$ cat src/rtl/pt_walker_pkg.sv
package pt_walker_pkg;

  typedef enum logic [1:0] {
    ACC_FETCH = 2'd0,
    ACC_LOAD  = 2'd1,
    ACC_STORE = 2'd2
  } acc_e;

  typedef enum logic [1:0] {
    RES_OK     = 2'd0,
    RES_PAGE   = 2'd1,
    RES_ACCESS = 2'd2
  } res_e;

  typedef enum logic [1:0] {
    WS_IDLE,
    WS_READ,
    WS_WAIT,
    WS_DONE
  } wstate_e;

  localparam logic [1:0] PRIV_SUP = 2'd1;

  localparam int BIT_V = 0;
  localparam int BIT_R = 1;
  localparam int BIT_W = 2;
  localparam int BIT_X = 3;
  localparam int BIT_U = 4;
  localparam int BIT_A = 6;
  localparam int BIT_D = 7;
  localparam int PPN_LSB = 10;
  localparam int PG_SHIFT = 12;
  localparam int PTE_W = 64;

endpackage

$ cat src/rtl/pt_canon_check.sv
module pt_canon_check #(
  parameter int XLEN  = 64,
  parameter int LVL_W = 3,
  parameter int IDX_W = 4,
  parameter int SH_W  = 8
) (
  input  logic [XLEN-1:0]  vaddr,
  input  logic [LVL_W-1:0] levels,
  input  logic [IDX_W-1:0] idxbits,
  output logic             canon_ok
);
  localparam int XW = $clog2(XLEN);

  logic [SH_W-1:0] va_bits;
  logic [SH_W-1:0] top;
  logic            sign;

  always_comb begin
    va_bits  = SH_W'(12) + SH_W'(levels) * SH_W'(idxbits);
    top      = va_bits - SH_W'(1);
    sign     = vaddr[top[XW-1:0]];
    canon_ok = 1'b1;
    if (va_bits <= SH_W'(XLEN)) begin
      for (int i = 0; i < XLEN; i++) begin
        if ((SH_W'(i) >= top) && (vaddr[i] != sign)) canon_ok = 1'b0;
      end
    end
  end
endmodule

$ cat src/rtl/pt_pte_addr.sv
module pt_pte_addr #(
  parameter int XLEN    = 64,
  parameter int PA_W    = 56,
  parameter int LVL_W   = 3,
  parameter int IDX_W   = 4,
  parameter int MAX_IDX = 10,
  parameter int SH_W    = 8
) (
  input  logic [XLEN-1:0]  vaddr,
  input  logic [LVL_W-1:0] level,
  input  logic [IDX_W-1:0] idxbits,
  input  logic [PA_W-1:0]  base,
  input  logic             pte8,
  output logic [PA_W-1:0]  pte_addr
);
  logic [SH_W-1:0]    shift;
  logic [XLEN-1:0]    shifted;
  logic [MAX_IDX-1:0] idx_mask;
  logic [MAX_IDX-1:0] idx;

  always_comb begin
    shift    = SH_W'(12) + SH_W'(level) * SH_W'(idxbits);
    shifted  = vaddr >> shift;
    idx_mask = ~({MAX_IDX{1'b1}} << idxbits);
    idx      = shifted[MAX_IDX-1:0] & idx_mask;
    pte_addr = base + (PA_W'(idx) << (pte8 ? 3 : 2));
  end
endmodule

$ cat src/rtl/pt_leaf_check.sv
module pt_leaf_check
  import pt_walker_pkg::*;
#(
  parameter int XLEN  = 64,
  parameter int PPN_W = 44,
  parameter int LVL_W = 3,
  parameter int IDX_W = 4,
  parameter int SH_W  = 8
) (
  input  logic [PTE_W-1:0] pte,
  input  logic [XLEN-1:0]  vaddr,
  input  logic [LVL_W-1:0] level,
  input  logic [IDX_W-1:0] idxbits,
  input  logic [1:0]       acc,
  input  logic             smode,
  input  logic             sum,
  input  logic             mxr,
  output logic             is_ptr,
  output logic             fault,
  output logic [PPN_W-1:0] ppn,
  output logic [PPN_W-1:0] page
);
  logic [PPN_W-1:0] vpn_part;
  logic [PPN_W-1:0] low_mask;
  logic [SH_W-1:0]  sh;
  logic v, r, w, x, u, a, d;
  logic u_bad, enc_bad, perm_bad, align_bad, ad_bad;

  generate
    if (XLEN - PG_SHIFT >= PPN_W) begin : g_vpn_wide
      assign vpn_part = vaddr[PG_SHIFT +: PPN_W];
    end else begin : g_vpn_narrow
      assign vpn_part = {{(PPN_W - (XLEN - PG_SHIFT)){1'b0}}, vaddr[XLEN-1:PG_SHIFT]};
    end
  endgenerate

  always_comb begin
    v   = pte[BIT_V];
    r   = pte[BIT_R];
    w   = pte[BIT_W];
    x   = pte[BIT_X];
    u   = pte[BIT_U];
    a   = pte[BIT_A];
    d   = pte[BIT_D];
    ppn = pte[PPN_LSB +: PPN_W];
    sh  = SH_W'(level) * SH_W'(idxbits);
    low_mask = ~({PPN_W{1'b1}} << sh);

    is_ptr = v && !r && !w && !x;

    if (u) u_bad = smode && ((acc == ACC_FETCH) || !sum);
    else   u_bad = !smode;

    enc_bad = !v || (w && !r);

    unique case (acc)
      ACC_FETCH: perm_bad = !x;
      ACC_LOAD:  perm_bad = !(r || (mxr && x));
      default:   perm_bad = !(r && w);
    endcase

    align_bad = (ppn & low_mask) != '0;
    ad_bad    = !a || ((acc == ACC_STORE) && !d);

    fault = u_bad || enc_bad || perm_bad || align_bad || ad_bad;
    page  = (ppn & ~low_mask) | (vpn_part & low_mask);
  end
endmodule

$ cat src/rtl/pt_walker.sv
module pt_walker
  import pt_walker_pkg::*;
#(
  parameter int XLEN    = 64,
  parameter int PPN_W   = 44,
  parameter int MAX_LVL = 5,
  parameter int MAX_IDX = 10,
  localparam int LVL_W  = $clog2(MAX_LVL + 1),
  localparam int IDX_W  = $clog2(MAX_IDX + 1),
  localparam int PA_W   = PPN_W + 12,
  localparam int RES_W  = (XLEN > PA_W) ? XLEN : PA_W
) (
  input  logic             clk,
  input  logic             rst_n,
  input  logic [LVL_W-1:0] cfg_levels,
  input  logic [IDX_W-1:0] cfg_idxbits,
  input  logic             cfg_pte8,
  input  logic [PPN_W-1:0] cfg_root_ppn,
  input  logic             cfg_sum,
  input  logic             cfg_mxr,
  input  logic             req_valid,
  output logic             req_ready,
  input  logic [XLEN-1:0]  req_vaddr,
  input  logic [1:0]       req_type,
  input  logic [1:0]       req_priv,
  output logic             mem_req_valid,
  input  logic             mem_req_ready,
  output logic [PA_W-1:0]  mem_req_addr,
  input  logic             mem_rsp_valid,
  input  logic [63:0]      mem_rsp_data,
  input  logic             mem_rsp_err,
  input  logic             mem_rsp_pmp_ok,
  output logic             res_valid,
  input  logic             res_ready,
  output logic [RES_W-1:0] res_paddr,
  output logic [1:0]       res_status,
  output logic [1:0]       res_type
);
  localparam int SH_RAW = 12 + MAX_LVL * MAX_IDX;
  localparam int SH_MAX = (SH_RAW > XLEN) ? SH_RAW : XLEN;
  localparam int SH_W   = $clog2(SH_MAX + 1) + 1;

  wstate_e          state_q;
  logic [XLEN-1:0]  va_q;
  logic [1:0]       type_q;
  logic             smode_q, sum_q, mxr_q, pte8_q;
  logic [IDX_W-1:0] idxb_q;
  logic [LVL_W-1:0] lvl_q;
  logic [PA_W-1:0]  base_q;
  logic [RES_W-1:0] paddr_q;
  logic [1:0]       status_q;

  logic             canon_ok;
  logic [PA_W-1:0]  pte_addr;
  logic [PTE_W-1:0] pte;
  logic             is_ptr, leaf_fault;
  logic [PPN_W-1:0] ppn, page;
  logic             rsp_bad;

  pt_canon_check #(
    .XLEN(XLEN), .LVL_W(LVL_W), .IDX_W(IDX_W), .SH_W(SH_W)
  ) u_canon (
    .vaddr(req_vaddr), .levels(cfg_levels), .idxbits(cfg_idxbits), .canon_ok(canon_ok)
  );

  pt_pte_addr #(
    .XLEN(XLEN), .PA_W(PA_W), .LVL_W(LVL_W), .IDX_W(IDX_W),
    .MAX_IDX(MAX_IDX), .SH_W(SH_W)
  ) u_addr (
    .vaddr(va_q), .level(lvl_q), .idxbits(idxb_q), .base(base_q),
    .pte8(pte8_q), .pte_addr(pte_addr)
  );

  assign pte = pte8_q ? mem_rsp_data : {32'b0, mem_rsp_data[31:0]};

  pt_leaf_check #(
    .XLEN(XLEN), .PPN_W(PPN_W), .LVL_W(LVL_W), .IDX_W(IDX_W), .SH_W(SH_W)
  ) u_leaf (
    .pte(pte), .vaddr(va_q), .level(lvl_q), .idxbits(idxb_q), .acc(type_q),
    .smode(smode_q), .sum(sum_q), .mxr(mxr_q),
    .is_ptr(is_ptr), .fault(leaf_fault), .ppn(ppn), .page(page)
  );

  assign rsp_bad = mem_rsp_err || !mem_rsp_pmp_ok;

  always_ff @(posedge clk or negedge rst_n) begin
    if (!rst_n) begin
      state_q  <= WS_IDLE;
      va_q     <= '0;
      type_q   <= '0;
      smode_q  <= 1'b0;
      sum_q    <= 1'b0;
      mxr_q    <= 1'b0;
      pte8_q   <= 1'b0;
      idxb_q   <= '0;
      lvl_q    <= '0;
      base_q   <= '0;
      paddr_q  <= '0;
      status_q <= RES_OK;
    end else begin
      unique case (state_q)
        WS_IDLE: if (req_valid) begin
          va_q    <= req_vaddr;
          type_q  <= req_type;
          smode_q <= (req_priv == PRIV_SUP);
          sum_q   <= cfg_sum;
          mxr_q   <= cfg_mxr;
          pte8_q  <= cfg_pte8;
          idxb_q  <= cfg_idxbits;
          lvl_q   <= cfg_levels - LVL_W'(1);
          base_q  <= {cfg_root_ppn, 12'b0};
          paddr_q <= '0;
          if (cfg_levels == '0) begin
            paddr_q  <= RES_W'(req_vaddr);
            status_q <= RES_OK;
            state_q  <= WS_DONE;
          end else if (!canon_ok) begin
            status_q <= RES_PAGE;
            state_q  <= WS_DONE;
          end else begin
            state_q  <= WS_READ;
          end
        end
        WS_READ: if (mem_req_ready) state_q <= WS_WAIT;
        WS_WAIT: if (mem_rsp_valid) begin
          if (rsp_bad) begin
            status_q <= RES_ACCESS;
            state_q  <= WS_DONE;
          end else if (is_ptr) begin
            if (lvl_q == '0) begin
              status_q <= RES_PAGE;
              state_q  <= WS_DONE;
            end else begin
              base_q  <= {ppn, 12'b0};
              lvl_q   <= lvl_q - LVL_W'(1);
              state_q <= WS_READ;
            end
          end else if (leaf_fault) begin
            status_q <= RES_PAGE;
            state_q  <= WS_DONE;
          end else begin
            paddr_q  <= RES_W'({page, va_q[11:0]});
            status_q <= RES_OK;
            state_q  <= WS_DONE;
          end
        end
        WS_DONE: if (res_ready) state_q <= WS_IDLE;
        default: state_q <= WS_IDLE;
      endcase
    end
  end

  assign req_ready     = (state_q == WS_IDLE);
  assign mem_req_valid = (state_q == WS_READ);
  assign mem_req_addr  = pte_addr;
  assign res_valid     = (state_q == WS_DONE);
  assign res_paddr     = paddr_q;
  assign res_status    = status_q;
  assign res_type      = type_q;

endmodule

$ cat config.mk
export PLATFORM = sky130hd
export DESIGN_NAME = pt_walker
export DESIGN_NICKNAME = d
export VERILOG_FILES = /design/src/rtl/pt_walker_pkg.sv /design/src/rtl/pt_canon_check.sv /design/src/rtl/pt_pte_addr.sv /design/src/rtl/pt_leaf_check.sv /design/src/rtl/pt_walker.sv
export SDC_FILE = /design/constraint.sdc
export NUM_CORES = 1
export LEC_CHECK = 0
export BUFFER_PORTS_ARGS = -buffer_cell sky130_fd_sc_hd__buf_2
export CAP_MARGIN = 30
export CORE_MARGIN = 8
export CORE_UTILIZATION = 50
export CTS_BUF_LIST = sky130_fd_sc_hd__clkbuf_4
export CTS_CLUSTER_SIZE = 10
export DETAILED_ROUTE_END_ITERATION = 8
export PLACE_DENSITY = 0.76
export SYNTH_ARGS = -nofsm -noshare
export SYNTH_HDL_FRONTEND = slang
export SYNTH_SLANG_ARGS = --single-unit
$ cat constraint.sdc
create_clock -name clk -period 12.8 [get_ports clk]
set_clock_uncertainty 0.15 [all_clocks]
set_input_delay 3.84 -clock clk [delete_from_list [all_inputs] [get_ports clk]]
set_output_delay 3.84 -clock clk [all_outputs]
set_load 0.05 [all_outputs]
**Yosys cells after proc, flatten, opt, wreduce, memory -nomap -nowiden**

Index checks and enable logic that the tools add are counted.

- Flip-flop bits (word level): 201
- Input port bits: 194
- Output and inout port bits: 127

- Add/subtract/negate cells: 6
- Multiply operators: 2
- $lt $le $gt $ge: 66
- Equal/unequal tests: 81
- Shift-type cells: 4
- Multiplexer cells: 109
- Bitwise operators: 8
- Reductions and logical operators: 103

Operators by type and width:

| kind | number |
|---|---|
| two-way mux 64 bit | 6 |
| two-way mux 56 bit | 5 |
| >= comparator 6 x 8 -> 1 bit (first input constant) | 32 |
| bitwise AND 44 bit | 3 |
| >= comparator 5 x 8 -> 1 bit (first input constant) | 16 |
| one-hot mux 64 bit (2 select lines) | 1 |
| one-hot mux 56 bit (2 select lines) | 1 |
| NOT 44 bit | 2 |
| logical AND 1 bit | 72 |
| two-way mux 1 bit | 69 |
| >= comparator 4 x 8 -> 1 bit (first input constant) | 8 |
| != test 1 bit | 64 |
| >> shifter 64 x 8 -> 10 bit | 1 |
| adder 56 bit | 1 |
| << shifter 10 x 32 -> 56 bit | 1 |
| two-way mux 54 bit | 1 |
| bitwise OR 44 bit | 1 |
| nonzero test 44 bit | 1 |
| << shifter 44 x 7 -> 44 bit (first input constant) | 1 |
| >= comparator 3 x 8 -> 1 bit (first input constant) | 4 |
| two-way mux 2 bit | 16 |
| adder 4 x 7 -> 8 bit (first input constant) | 2 |
| >= comparator 1 x 8 -> 1 bit (first input constant) | 2 |
| >= comparator 2 x 8 -> 1 bit (first input constant) | 2 |
| 29 further kinds | 67 |

**Depth between registers and ports, before layout**

- Depth after elaboration: 76
- Depth in mapped cells: 24
- Mapped depth without buffers: 19

**Modules after synthesis**

Synthesis repeated with hierarchy kept, for this count alone.

- Cells, all modules: 2105
- Area, all modules: 17143.9 µm²

Modules (own cells, without submodules):

| module | instances | cells an instance | area an instance (µm²) | seq. area each (µm²) |
|---|---|---|---|---|
| pt_walker | 1 | 933 | 8265.4 | 4729.5 |
| pt_pte_addr | 1 | 496 | 4159.0 | 0.0 |
| pt_canon_check | 1 | 378 | 2648.8 | 0.0 |
| pt_leaf_check | 1 | 298 | 2070.7 | 0.0 |

**Least setup slack after synthesis**

OpenSTA, ideal clock, no wires.

- Path kind: reg-to-output
- Start point: register idxb_q[0]
- End point: output mem_req_addr[48]
- Data arrival time: 6.191 ns
- Slack: 2.619 ns
- Stages on the path, launching flop included: 24
- Cells stage by stage: dfrtp_1 -> clkbuf_1 -> and2_1 -> fa_1 -> ha_1 -> fa_1 -> buf_2 -> xor2_1 -> clkbuf_1 -> mux4_2 -> mux2i_1 -> a211o_1 -> nor2_1 -> ha_1 -> ha_1 -> and3_1 -> and3_1 -> and3_1 -> clkbuf_1 -> nor2b_1 -> nand3_1 -> nor2_1 -> and3_1 -> xor2_1

- Longest elaborated chain between the ends: 6
- Elaborated cells between the ends (all ways): 8
- Classes of those cells: add/sub: 2; mul: 1; shift: 3; bitwise: 2

RTL lines:

| what | line | RTL |
|---|---|---|
| from (decl) | pt_walker.sv:47 | `logic [IDX_W-1:0] idxb_q;` |
| from (signal assigned) | pt_walker.sv:109 | `idxb_q <= cfg_idxbits;` |
| multiplier 3 x 4 -> 7 bit | pt_pte_addr.sv:22 | `shift = SH_W'(12) + SH_W'(level) * SH_W'(idxbits);` |
| adder 4 x 7 -> 8 bit | pt_pte_addr.sv:22 |  |
| >> shifter 64 x 8 -> 10 bit | pt_pte_addr.sv:23 | `shifted = vaddr >> shift;` |
| bitwise AND 10 bit (*) | pt_pte_addr.sv:25 | `idx = shifted[MAX_IDX-1:0] & idx_mask;` |
| << shifter 10 x 32 -> 56 bit (*) | pt_pte_addr.sv:26 | `pte_addr = base + (PA_W'(idx) << (pte8 ? 3 : 2));` |
| adder 56 bit (*) | pt_pte_addr.sv:26 |  |
| to (decl) | pt_walker.sv:28 | `output logic [PA_W-1:0] mem_req_addr,` |

Mark *: on every way between the ends. The rest lies on a longest branch, timed or not.

**Final worst setup path**

- Start point: register lvl_q[0]
- End point: output mem_req_addr[48]

- Longest elaborated chain between the ends: 6

RTL lines:

| what | line | RTL |
|---|---|---|
| from (decl) | pt_walker.sv:48 | `logic [LVL_W-1:0] lvl_q;` |
| from (signal assigned) | pt_walker.sv:110 | `lvl_q <= cfg_levels - LVL_W'(1);` |
| from (signal assigned) | pt_walker.sv:135 | `lvl_q <= lvl_q - LVL_W'(1);` |
| multiplier 3 x 4 -> 7 bit | pt_pte_addr.sv:22 |  |
| adder 4 x 7 -> 8 bit | pt_pte_addr.sv:22 |  |
| >> shifter 64 x 8 -> 10 bit | pt_pte_addr.sv:23 |  |
| bitwise AND 10 bit | pt_pte_addr.sv:25 |  |
| << shifter 10 x 32 -> 56 bit | pt_pte_addr.sv:26 |  |
| adder 56 bit | pt_pte_addr.sv:26 |  |

Every way passes these cells.

==> metrics.txt <==
initial antenna violation count=2; Crit path required time=8.81 ns; clock net sink count=189; Min-Delay Path Class=flip-flop to flip-flop; die area=37180 um^2; RD Place Congestion=0.9801; GR met2 Demand/Resource=about 53%; GRT busiest layer=met2; CTS max path bufs=2; Max Fclk=88.10 MHz; DRT Wirelength=63.71 mm; total track usage=33.64%; grt total ovfl=0; post-route clock period utilization=88.67%; CP Capture Type=output port; CP Class=flip-flop to output port; residual DRC count=0; port bufs=305; Clock transition at path regs=about 0.18 ns; Synth Instances=1759; Rows=64; outcome=complete, no violations; Area Overhead vs Synth=13.46%; synthesized cell area=15630 um^2; distinct cell type count after synthesis=95; largest net degree at the start of global routing=126; M3 GR Usage=5.439%; Top-Level Pins=~320; Crit Path Max Fanout=13; final setup vio count=0; most common cell after layout, fill and taps aside=buf_2; Post-synth EDFFs=0; RSZ-0062 raised after global routing=false; Max-Cap Viols=0; post-synthesis sequential area ratio=30.26%; Clock Latency Late Sink=~0.65 ns; final slew viol count=0; 1st-iter DRT viols=1667; htree depth=4; Post-DP HPWL=between 40 and 50 mm; proportion of layout cells with a drive suffix above 1=26.36%; Final ANT Viol Nets=0; CTS buffer count=17; min Tclk post-route=11.35 ns; Die Y=slightly below 200 um; vias in the first global route=15210; most frequent cells in the layout=304 x buf_2, 235 x nand2_1, 189 x dfrtp_1; Synth Flop Type=dfrtp_1; CTS tree=built; vias post-DR=15700; Synth Area per Inst=8.886 um^2; PostCTS Resize Cnt=0; setup_tns=0 ns; DR pass1 iterations=7; post-place instance area=17380 um^2; net count reported at finish=2212; Core ar.=about 30000 um^2; Die X-Extent=between 150 and 200 um; fraction of registers with async set or reset after synthesis=100.0%; startpoint types=flip-flop; post-route cell area=between 15000 and 20000 um^2; Slew @ Worst Pin=1.045 ns; synth warn=0; initial core utilization=50.97%; clk root buf=clkbuf_4; met1 usage=45.19%; Worst Path Arrival=7.36 ns; CTS Hold Buffers Added=0; Relative slew margins=29.66%; post-CTS setup buffers=0; WL per Instance=26.53 um; Via density=6.540; first-pass GRT wire length=94.69 mm; Seq cells post-synth=between 150 and 200; final hold vios=0
## flip-flops by register name, summed over array words and instances, names as in the netlist, 2 cells and up
signal      count
base_q         44
idxb_q          4
lvl_q           3
res_paddr      64
res_status      2
res_type        2
state_q         2
va_q           64
## critical path, cell delays in order (launching register included)
cell and delay (ns):
dfrtp_1 0.79, and2_1 0.24, fa_1 0.43, ha_1 0.28, fa_1 0.55, xor2_2 0.54, mux4_2 0.38, mux2i_1 0.09
a211o_1 0.37, nor2_1 0.27, ha_1 0.28, ha_1 0.24, and3_1 0.23, and3_1 0.27, and3_1 0.30, nor2b_1 0.34
nand3_1 0.27, nor2_1 0.22, and3_1 0.19, xor2_1 0.15, buf_2 0.28
## cell families (layout without fill, tap and decap cells)
family          Yosys count  in the layout  synth area share (%)
compound gates          452            452                 18.97
xor+xnor                 51             51                 3.050
fa+ha+maj                29             29                 2.593
buf+inv                 169            412                 4.691
flops                   189            189                 30.26
mux                     312            312                 23.67
other cells               1              4               0.02399
simple gates            556            556                 16.75
## final timing paths
check / depth (start not counted) / slack [ns] / end / start
min in group asynchronous: 1 / 2.87 / res_paddr[3] / rst_n
max in group asynchronous: 3 / 8.03 / base_q[51] / rst_n
max reg2reg: 14 / 5.19 / res_paddr[39] / lvl_q[0]
min reg2reg: 1 / 0.36 / res_paddr[13] / res_paddr[13]
max: 20 / 1.45 / mem_req_addr[48] / lvl_q[0]
min: 1 / 0.36 / res_paddr[13] / res_paddr[13]
## synthesized netlist by cell type (6+ instances only)
cell | instances | area (um^2)
nand2_1 | 236 | 885.9
a21o_1 | 6 | 45.04
mux4_2 | 33 | 743.2
xor2_1 | 13 | 113.9
nor3_1 | 15 | 75.07
nor2_1 | 111 | 416.7
buf_1 | 14 | 52.55
a21oi_1 | 96 | 480.5
inv_1 | 43 | 161.4
buf_6 | 7 | 78.83
a211oi_1 | 18 | 135.1
o22ai_1 | 9 | 56.30
mux2_1 | 51 | 574.3
fa_1 | 6 | 120.1
nor2b_1 | 10 | 62.56
nand3_1 | 45 | 225.2
a22oi_1 | 6 | 45.04
o41ai_1 | 6 | 52.55
o21a_1 | 10 | 75.07
ha_1 | 22 | 275.3
mux2i_1 | 148 | 1481
o221ai_1 | 8 | 70.07
nand2b_1 | 11 | 68.82
nand4_1 | 12 | 75.07
xnor2_1 | 34 | 297.8
clkbuf_1 | 79 | 296.5
nor4_1 | 9 | 56.30
and3_1 | 29 | 181.4
o211ai_1 | 10 | 75.07
buf_2 | 20 | 100.1
o2111ai_1 | 9 | 78.83
and2_1 | 32 | 200.2
a22o_1 | 16 | 140.1
or3_1 | 9 | 56.30
o21ai_0 | 127 | 635.6
a222oi_1 | 6 | 60.06
dfrtp_1 | 189 | 4730
a31oi_1 | 55 | 344.1
or2_2 | 6 | 37.54
mux2_2 | 80 | 900.9
## through the flow
| stage | setup WS [ns] | std cells | hold slack, ns | utilization [%] |
|---|---|---|---|---|
| detailed placement | 2.179 | 2365 | 0.3206 | 56.66 |
| finish | 1.450 | 2401 | 0.3572 | 57.83 |
| CTS | 1.452 | 2397 | 0.3585 | 57.63 |
| floorplan | 2.619 | 1760 | 0.3311 | - |
| global route | 1.117 | 2400 | 0.3823 | 57.82 |
| global placement | 2.352 | 2363 | 0.3160 | 56.58 |
## final cells by class
| type | instances | area (um^2) |
|---|---|---|
| Clock inverter | 15 | 171.4 |
| Multi-Input combinational cell | 1402 | 10220 |
| Sequential cell | 189 | 4730 |
| Inverter | 44 | 167.7 |
| Antenna cell | 2 | 5.005 |
| Clock buffer | 17 | 127.6 |
| Tap cell | 396 | 495.5 |
| Timing Repair Buffer | 336 | 1818 |
| Fill cell | 2799 | 12930 |
## routing by layer
layer	share of wire, %	wire length, um
met1	41	26030
met2	45	28810
met3	9.5	6031
met4	4.4	2832
met5	0	0
Power is left out: the tool's default activity adds up to more than one toggle a clock period on the data nets, which glitch-free logic cannot reach.
